--- config.mk ---
export PLATFORM = sky130hd
export DESIGN_NAME = exc_entry_seq
export DESIGN_NICKNAME = d
export VERILOG_FILES = /design/src/rtl/exc_pkg.sv /design/src/rtl/exc_rst_detect.sv /design/src/rtl/exc_arbiter.sv /design/src/rtl/exc_seq_fsm.sv /design/src/rtl/exc_entry_seq.sv
export SDC_FILE = /design/constraint.sdc
export NUM_CORES = 1
export LEC_CHECK = 0
export BUFFER_PORTS_ARGS = -buffer_cell sky130_fd_sc_hd__clkbuf_2
export CORE_AREA = 4 4 153 303
export DETAILED_ROUTE_END_ITERATION = 10
export DIE_AREA = 0 0 157 307
export HOLD_SLACK_MARGIN = 0.05
export PLACE_DENSITY = 0.47
export SYNTH_ARGS = -nofsm -noshare
export SYNTH_HDL_FRONTEND = slang
export SYNTH_SLANG_ARGS = --single-unit
--- constraint.sdc ---
create_clock -name clk -period 3.52 [get_ports clk]
set_clock_uncertainty 0.15 [all_clocks]
set_input_delay 0.352 -clock clk [delete_from_list [all_inputs] [get_ports clk]]
set_output_delay 0.352 -clock clk [all_outputs]
set_load 0.1 [all_outputs]
--- src/rtl/exc_pkg.sv ---
package exc_pkg;
  localparam int XLEN   = 32;
  localparam int WBYTES = XLEN / 8;
  localparam int WSHIFT = $clog2(WBYTES);

  // grant bit positions; lower index wins
  localparam int G_AERR = 0;
  localparam int G_IRQ  = 1;
  localparam int G_SLOT = 2;
  localparam int G_ILL  = 3;
  localparam int G_TRAP = 4;
  localparam int NGRANT = 5;

  typedef enum logic [2:0] {
    S_IDLE, S_RST_PC, S_RST_SP, S_PUSH_SR, S_PUSH_PC, S_VEC, S_DONE
  } seq_state_e;

  // handler address slot inside the table
  function automatic logic [XLEN-1:0] vec_slot_addr(input logic [XLEN-1:0] base,
                                                    input logic [XLEN-1:0] num);
    return base + (num << WSHIFT);
  endfunction

  // idx-th word below the stack top (downward growth)
  function automatic logic [XLEN-1:0] stack_slot(input logic [XLEN-1:0] sp, input int idx);
    return sp - XLEN'(idx * WBYTES);
  endfunction

  // first word of the reset pair
  function automatic logic [XLEN-1:0] reset_base(input logic poweron);
    return poweron ? '0 : XLEN'(2 * WBYTES);
  endfunction

  // keep lowest set bit
  function automatic logic [NGRANT-1:0] pick_first(input logic [NGRANT-1:0] r);
    return r & (~r + NGRANT'(1));
  endfunction
endpackage

--- src/rtl/exc_rst_detect.sv ---
module exc_rst_detect (
  input  logic clk,
  input  logic rst_n,
  input  logic rst_pin,
  input  logic nmi_lvl,
  output logic rst_edge,
  output logic rst_poweron
);
  logic pin_q;

  always_ff @(posedge clk or negedge rst_n) begin
    if (!rst_n) pin_q <= 1'b0;
    else        pin_q <= rst_pin;
  end

  assign rst_edge    = rst_pin & ~pin_q;
  assign rst_poweron = nmi_lvl;

  // an edge is a single-cycle event
  p_edge_single_r1: assert property (@(posedge clk) disable iff (!rst_n)
    rst_edge |=> !rst_edge);
endmodule

--- src/rtl/exc_arbiter.sv ---
module exc_arbiter import exc_pkg::*; #(
  parameter int VNW      = 8,
  parameter int MW       = 4,
  parameter int VEC_ILL  = 4,
  parameter int VEC_SLOT = 6,
  parameter int VEC_AERR = 9
) (
  input  logic              inst_done,
  input  logic              aerr_req,
  input  logic              irq_req,
  input  logic [MW-1:0]     irq_level,
  input  logic [VNW-1:0]    irq_vec,
  input  logic              insn_valid,
  input  logic              insn_undef,
  input  logic              insn_in_slot,
  input  logic              insn_pc_mod,
  input  logic              trap_exec,
  input  logic [VNW-1:0]    trap_imm,
  output logic [NGRANT-1:0] grant_oh,
  output logic [VNW-1:0]    grant_vec,
  output logic [MW-1:0]     grant_level
);
  logic [NGRANT-1:0] raw;

  always_comb begin
    raw         = '0;
    raw[G_AERR] = aerr_req & inst_done;
    raw[G_IRQ]  = irq_req & inst_done;
    raw[G_SLOT] = insn_valid & insn_in_slot & (insn_undef | insn_pc_mod);
    raw[G_ILL]  = insn_valid & ~insn_in_slot & insn_undef;
    raw[G_TRAP] = trap_exec;
  end

  assign grant_oh = pick_first(raw);

  always_comb begin
    grant_vec   = '0;
    grant_level = '0;
    if (grant_oh[G_AERR])      grant_vec = VNW'(VEC_AERR);
    else if (grant_oh[G_IRQ]) begin
      grant_vec   = irq_vec;
      grant_level = irq_level;
    end
    else if (grant_oh[G_SLOT]) grant_vec = VNW'(VEC_SLOT);
    else if (grant_oh[G_ILL])  grant_vec = VNW'(VEC_ILL);
    else if (grant_oh[G_TRAP]) grant_vec = trap_imm;
  end
endmodule

--- src/rtl/exc_seq_fsm.sv ---
module exc_seq_fsm import exc_pkg::*; #(
  parameter int VNW = 8,
  parameter int MW  = 4
) (
  input  logic            clk,
  input  logic            rst_n,
  input  logic            rst_pin,
  input  logic            rst_edge,
  input  logic            rst_poweron,
  input  logic            accept,
  input  logic [VNW-1:0]  grant_vec,
  input  logic [MW-1:0]   grant_level,
  input  logic            grant_irq,
  input  logic [XLEN-1:0] cur_sr,
  input  logic [XLEN-1:0] cur_pc,
  input  logic [XLEN-1:0] cur_r15,
  input  logic [XLEN-1:0] cur_vbr,
  output logic            mem_req,
  output logic            mem_we,
  output logic [XLEN-1:0] mem_addr,
  output logic [XLEN-1:0] mem_wdata,
  input  logic [XLEN-1:0] mem_rdata,
  input  logic            mem_ack,
  output logic            busy,
  output logic            ld_valid,
  output logic [XLEN-1:0] ld_pc,
  output logic [XLEN-1:0] ld_sp,
  output logic            ld_vbr_clr,
  output logic            ld_imask_en,
  output logic [MW-1:0]   ld_imask
);
  seq_state_e      state;
  logic [XLEN-1:0] sp_q, sr_q, pc_q, vaddr_q, rbase_q;
  logic            irq_q;
  logic [MW-1:0]   lvl_q;
  logic            step_done;

  assign busy      = (state != S_IDLE);
  assign ld_valid  = (state == S_DONE) & rst_pin;
  assign step_done = mem_req & mem_ack;

  always_comb begin
    mem_req   = 1'b0;
    mem_we    = 1'b0;
    mem_addr  = '0;
    mem_wdata = '0;
    unique case (state)
      S_RST_PC:  begin mem_req = rst_pin; mem_addr = rbase_q; end
      S_RST_SP:  begin mem_req = rst_pin; mem_addr = rbase_q + XLEN'(WBYTES); end
      S_PUSH_SR: begin
        mem_req = rst_pin; mem_we = 1'b1;
        mem_addr = stack_slot(sp_q, 1); mem_wdata = sr_q;
      end
      S_PUSH_PC: begin
        mem_req = rst_pin; mem_we = 1'b1;
        mem_addr = stack_slot(sp_q, 2); mem_wdata = pc_q;
      end
      S_VEC:     begin mem_req = rst_pin; mem_addr = vaddr_q; end
      default: ;
    endcase
  end

  always_ff @(posedge clk or negedge rst_n) begin
    if (!rst_n) begin
      state       <= S_IDLE;
      sp_q        <= '0;
      sr_q        <= '0;
      pc_q        <= '0;
      vaddr_q     <= '0;
      rbase_q     <= '0;
      irq_q       <= 1'b0;
      lvl_q       <= '0;
      ld_pc       <= '0;
      ld_sp       <= '0;
      ld_vbr_clr  <= 1'b0;
      ld_imask_en <= 1'b0;
      ld_imask    <= '0;
    end else if (!rst_pin) begin
      state <= S_IDLE;
    end else if (rst_edge) begin
      rbase_q <= reset_base(rst_poweron);
      state   <= S_RST_PC;
    end else begin
      unique case (state)
        S_IDLE: if (accept) begin
          sp_q    <= cur_r15;
          sr_q    <= cur_sr;
          pc_q    <= cur_pc;
          vaddr_q <= vec_slot_addr(cur_vbr, XLEN'(grant_vec));
          irq_q   <= grant_irq;
          lvl_q   <= grant_level;
          state   <= S_PUSH_SR;
        end
        S_RST_PC: if (step_done) begin
          ld_pc <= mem_rdata;
          state <= S_RST_SP;
        end
        S_RST_SP: if (step_done) begin
          ld_sp       <= mem_rdata;
          ld_vbr_clr  <= 1'b1;
          ld_imask_en <= 1'b1;
          ld_imask    <= '1;
          state       <= S_DONE;
        end
        S_PUSH_SR: if (step_done) state <= S_PUSH_PC;
        S_PUSH_PC: if (step_done) state <= S_VEC;
        S_VEC: if (step_done) begin
          ld_pc       <= mem_rdata;
          ld_sp       <= stack_slot(sp_q, 2);
          ld_vbr_clr  <= 1'b0;
          ld_imask_en <= irq_q;
          ld_imask    <= irq_q ? lvl_q : '0;
          state       <= S_DONE;
        end
        S_DONE: state <= S_IDLE;
        default: state <= S_IDLE;
      endcase
    end
  end

  // request stays put until acknowledged
  p_hold_req_r11: assert property (@(posedge clk) disable iff (!rst_n || !rst_pin)
    (mem_req && !mem_ack) |=> (mem_req && $stable(mem_addr) && $stable(mem_we) && $stable(mem_wdata)));

  // pin low silences the memory port
  p_quiet_low_r12: assert property (@(posedge clk) disable iff (!rst_n)
    !rst_pin |=> !mem_req);

  // reset completion loads a full mask
  p_reset_load_r3: assert property (@(posedge clk) disable iff (!rst_n)
    (ld_valid && ld_vbr_clr) |-> (ld_imask_en && ld_imask == '1));

  // load strobe is one cycle and only while busy
  p_ld_pulse_r10: assert property (@(posedge clk) disable iff (!rst_n)
    ld_valid |=> !ld_valid);
endmodule

--- src/rtl/exc_entry_seq.sv ---
module exc_entry_seq import exc_pkg::*; #(
  parameter int VNW      = 8,
  parameter int MW       = 4,
  parameter int VEC_ILL  = 4,
  parameter int VEC_SLOT = 6,
  parameter int VEC_AERR = 9
) (
  input  logic            clk,
  input  logic            rst_n,
  input  logic            rst_pin,
  input  logic            nmi_lvl,
  input  logic            inst_done,
  input  logic            aerr_req,
  input  logic            irq_req,
  input  logic [MW-1:0]   irq_level,
  input  logic [VNW-1:0]  irq_vec,
  input  logic            insn_valid,
  input  logic            insn_undef,
  input  logic            insn_in_slot,
  input  logic            insn_pc_mod,
  input  logic            trap_exec,
  input  logic [VNW-1:0]  trap_imm,
  input  logic [XLEN-1:0] cur_sr,
  input  logic [XLEN-1:0] cur_pc,
  input  logic [XLEN-1:0] cur_r15,
  input  logic [XLEN-1:0] cur_vbr,
  output logic            mem_req,
  output logic            mem_we,
  output logic [XLEN-1:0] mem_addr,
  output logic [XLEN-1:0] mem_wdata,
  input  logic [XLEN-1:0] mem_rdata,
  input  logic            mem_ack,
  output logic            busy,
  output logic            ld_valid,
  output logic [XLEN-1:0] ld_pc,
  output logic [XLEN-1:0] ld_sp,
  output logic            ld_vbr_clr,
  output logic            ld_imask_en,
  output logic [MW-1:0]   ld_imask
);
  logic              rst_edge, rst_poweron;
  logic [NGRANT-1:0] grant_oh;
  logic [VNW-1:0]    grant_vec;
  logic [MW-1:0]     grant_level;
  logic              accept;

  exc_rst_detect u_rst (
    .clk(clk), .rst_n(rst_n), .rst_pin(rst_pin), .nmi_lvl(nmi_lvl),
    .rst_edge(rst_edge), .rst_poweron(rst_poweron)
  );

  exc_arbiter #(.VNW(VNW), .MW(MW), .VEC_ILL(VEC_ILL), .VEC_SLOT(VEC_SLOT),
                .VEC_AERR(VEC_AERR)) u_arb (
    .inst_done(inst_done), .aerr_req(aerr_req), .irq_req(irq_req),
    .irq_level(irq_level), .irq_vec(irq_vec), .insn_valid(insn_valid),
    .insn_undef(insn_undef), .insn_in_slot(insn_in_slot),
    .insn_pc_mod(insn_pc_mod), .trap_exec(trap_exec), .trap_imm(trap_imm),
    .grant_oh(grant_oh), .grant_vec(grant_vec), .grant_level(grant_level)
  );

  // reset edge outranks everything; busy drops new requests
  assign accept = (|grant_oh) & ~busy & rst_pin & ~rst_edge;

  exc_seq_fsm #(.VNW(VNW), .MW(MW)) u_fsm (
    .clk(clk), .rst_n(rst_n), .rst_pin(rst_pin), .rst_edge(rst_edge),
    .rst_poweron(rst_poweron), .accept(accept), .grant_vec(grant_vec),
    .grant_level(grant_level), .grant_irq(grant_oh[G_IRQ]),
    .cur_sr(cur_sr), .cur_pc(cur_pc), .cur_r15(cur_r15), .cur_vbr(cur_vbr),
    .mem_req(mem_req), .mem_we(mem_we), .mem_addr(mem_addr),
    .mem_wdata(mem_wdata), .mem_rdata(mem_rdata), .mem_ack(mem_ack),
    .busy(busy), .ld_valid(ld_valid), .ld_pc(ld_pc), .ld_sp(ld_sp),
    .ld_vbr_clr(ld_vbr_clr), .ld_imask_en(ld_imask_en), .ld_imask(ld_imask)
  );

  // at most one source granted
  p_single_grant_r9: assert property (@(posedge clk) disable iff (!rst_n)
    $onehot0(grant_oh));

  // completion-gated sources need inst_done
  p_gate_r7: assert property (@(posedge clk) disable iff (!rst_n)
    (grant_oh[G_AERR] || grant_oh[G_IRQ]) |-> inst_done);

  // acceptance makes the block busy next cycle
  p_busy_follows_r10: assert property (@(posedge clk) disable iff (!rst_n || !rst_pin)
    accept |=> busy);
endmodule

==> impl_metrics.py <==
metrics = {
    "run_status": {
        "status": "finished clean",
    },
    "pwr": {
        "switching_share": 0.415,
        "intPower_mw": 5.21,
        "switchingPower_mw": 3.69,
        "peakVddDrop_uv": 364,
        "power.share.clock": 0.266,
        "power_density_nw_per_um2": 524,
        "comb_power_share": 0.362,
        "sequentialPowerShare": 0.372,
        "p_leak_nw": 7.99,
    },
    "setup_path": {
        "cp-end-kind": "output pin",
        "r2r_start": "u_fsm.state[1]$_DFFE_PN0P_",
        "reg2reg_depth": 6,
        "worstSetupStartpointType": "register",
        "cp.required_ns": 3.02,
        "r2r-end": "u_fsm.sp_q[11]$_DFFE_PN0P_",
        "crit_fanout": 5,
        "crit_type": "reg2out",
        "worstPathArrival_ns": 3.00,
        "r2r_setup_slack_ns": 0.85,
    },
    "grt": {
        "grt_pass1_wl_um": 67900,
        "antenna_found_initial": 1,
        "grt_pass1_vias": 11500,
        "grt_max_degree": 101,
        "grtUsageTotal": 0.183,
        "overflow": 0,
    },
    "timing": {
        "worst_pin_slew_ns": 0.860,
        "fin_crit_sh": 0.995,
        "fin_tns_setup_ns": 0,
        "slew_viol_final": 0,
        "fmax_ghz": 0.286,
        "maxSlewHeadroom": 0.423,
        "hold_violations": 0,
        "post-route-min-period_ns": 3.50,
        "rsz0062_at_grt": "true",
        "setup_violations": 0,
    },
    "logic_synthesis": {
        "synthesis.instances": 1256,
        "yosys_warnings": 0,
        "synthArstFlopShare": 1.00,
        "synth_edf_count": 0,
        "synth_common_cells": "nand2_1, dfrtp_1, o21ai_0, nor2_1, clkbuf_1",
        "synth_area_um2": 10900,
        "synth_top_area_share": 0.476,
        "synthDistinctLibCells": 62,
        "synth_area_leader_cell": "dfrtp_1",
        "ys_top_cells_by_area": "dfrtp_1, nand2_1, a22o_1, o21ai_0, mux2_2",
        "syn_nets": 1461,
        "synth-seq-area-share": 0.476,
        "synth.most_common_cell": "nand2_1",
        "avgSynthCellArea_um2": 8.71,
        "ys_ff_latch": 208,
        "ys.flop_type": "dfrtp_1",
    },
    "placement": {
        "routabilityCongestion": 0.930,
        "hpwl_um": 34300,
        "portBuffers": 330,
    },
    "hold_path": {
        "worstHoldStart": "cur_vbr[3]",
        "hold_class": "in2reg",
        "holdPathEnd": "u_fsm.vaddr_q[3]$_DFFE_PN0P_",
        "min_path_cells": 4,
    },
    "finish": {
        "nets": 1961,
        "fin_util": 0.385,
        "drive_gt1_frac": 0.295,
        "syn2layout_area_growth_pct": 55.2,
    },
    "floorplanning": {
        "io_pins": 331,
        "die_x_um": 157,
        "fp.dieArea_um2": 48200,
        "core_um2": 44100,
        "start_util": 0.248,
        "rows": 109,
        "die_y_um": 307,
    },
    "drt": {
        "ant_nets": 0,
        "viasPerCell": 4.72,
        "drc": 0,
        "routed_wl_um": 45200,
        "drtIter0Drc": 556,
        "routedWlPerCell_um": 19.4,
        "drt_pass1_iterations": 5,
        "routed-via-count": 11000,
    },
    "clocking": {
        "clk_path_buf_depth": 3,
        "cts_tree": "yes",
        "h-tree-depth": 1,
        "cts_buffers": 22,
        "clock-root-buffer": "clkbuf_16",
        "cts.sinks": 208,
        "worstSkewPairLatency_ns": 0.54,
        "clkSlewWorstSetupHoldPaths_ns": 0.06,
    },
    "job": {
        "maxCapViolCount": 0,
    },
}
state kept, by name, indices dropped and copies added, names as in the netlist, 4 cells and up:
| signal | count |
|---|---|
| u_fsm.ld_pc | 32 |
| u_fsm.vaddr_q | 32 |
| u_fsm.ld_imask | 4 |
| u_fsm.ld_sp | 32 |
| u_fsm.pc_q | 32 |
| u_fsm.sp_q | 32 |
| u_fsm.lvl_q | 4 |
| u_fsm.sr_q | 32 |
layer usage:
| layer | global-route usage | share of wire | vias to the layer above |
|---|---|---|---|
| met1 | 0.194 | 0.35 | 5199 |
| met3 | 0.0283 | 0.054 | 112 |
| met5 | 0 | 0 | - |
| li1 | - | - | 5288 |
| met2 | 0.338 | 0.53 | 381 |
| met4 | 0.106 | 0.063 | 0 |
kinds of logic (layout without fill, tap and decap cells):
logic type / after synthesis / in the layout / share of synthesized area
adders and majority gates: 12 / 12 / 0.0144
buffers and inverters: 95 / 608 / 0.0415
and+or+nand+nor: 595 / 595 / 0.233
muxes: 39 / 39 / 0.0394
other: 0 / 1 / 0
xor gates and xnor gates: 63 / 63 / 0.0504
AOI/OAI and AO/OA: 244 / 244 / 0.145
DFF: 208 / 208 / 0.476
stage by stage:
stage                     hold slack, ns  std cells  worst slack [ns]  power, mW  area (um^2)
final                              0.143       2325            0.0178       8.90        17000
after global routing               0.181       2325           -0.0487       9.36        17000
after CTS                          0.128       2312         -0.000698       8.93        16800
after detailed placement           0.285       2107             0.125       6.30        14300
after global placement             0.280       2107             0.169       6.27        14300
after floorplan                  -0.0936       1256            -0.304       5.43        11000
cell type report:
class	instances	area, um^2
inverter	14	52.6
tap	555	694
fill	4425	27100
multi-input combinational	953	5540
clock inverter	6	76.3
timing repair buffer	557	4750
sequential	208	5220
antenna	1	2.50
clock buffer	31	644
power groups by stage:
stage          clock network [mW]  logic (mW)  registers (mW)
2_1_floorplan                   0        1.12            4.30
3_3_place_gp                    0        2.94            3.32
3_5_place_dp                    0        2.96            3.34
4_1_cts                      2.46        3.17            3.30
5_1_grt                      2.53        3.46            3.37
6_report                     2.36        3.23            3.31
timing repair:
item | 4_1_cts | 5_1_grt
hold buffers | 160 | 0
pin swaps | 5 | 10
buffers inserted | 8 | 12
gates resized for setup | 22 | 29
hold endpoints to repair | 281 | 0
setup endpoints to repair | 15 | 13
worst max-delay path: stages (launching register included):
cell and delay (ns):
dfrtp_1 0.39, buf_6 0.13, or4_4 0.53, nor4_4 0.27, buf_4 0.19, nand3_4 0.09, a221o_1 0.42, a22o_4 0.26
buf_12 0.16
layout by cell type, fill, tap and decap left out, types with 7 or more instances in the layout:
master,count
a21oi_1,38
a22o_1,48
a22oi_1,7
a31oi_1,8
and3_1,10
buf_12,64
buf_4,59
clkbuf_16,23
clkbuf_2,269
dfrtp_1,199
dfrtp_2,9
dlygate4sd3_1,160
ha_1,10
inv_1,12
mux2_2,32
mux2i_1,7
nand2_1,409
nand3_1,29
nand4_1,15
nor2_1,58
nor3_1,14
nor4_1,8
o211ai_1,13
o21ai_0,72
o22ai_1,8
xnor2_1,35
xor2_1,28
how the worst max path moves through the flow:
stage                               start                            end  slack, ns  cells past startpoint
5_1_grt        u_fsm.sp_q[11]$_DFFE_PN0P_                   mem_addr[30]      -0.05                     10
3_3_place_gp                     aerr_req  u_fsm.vaddr_q[26]$_DFFE_PN0P_       0.17                     14
3_5_place_dp                     aerr_req  u_fsm.vaddr_q[28]$_DFFE_PN0P_       0.13                     14
2_1_floorplan   u_fsm.sp_q[3]$_DFFE_PN0P_                   mem_addr[27]      -0.30                      9
6_report       u_fsm.sp_q[11]$_DFFE_PN0P_                   mem_addr[22]       0.02                      8
4_1_cts        u_fsm.sp_q[11]$_DFFE_PN0P_                   mem_addr[22]    -0.0007                      8
No activity file was read; power rests on OpenSTA's default activity.
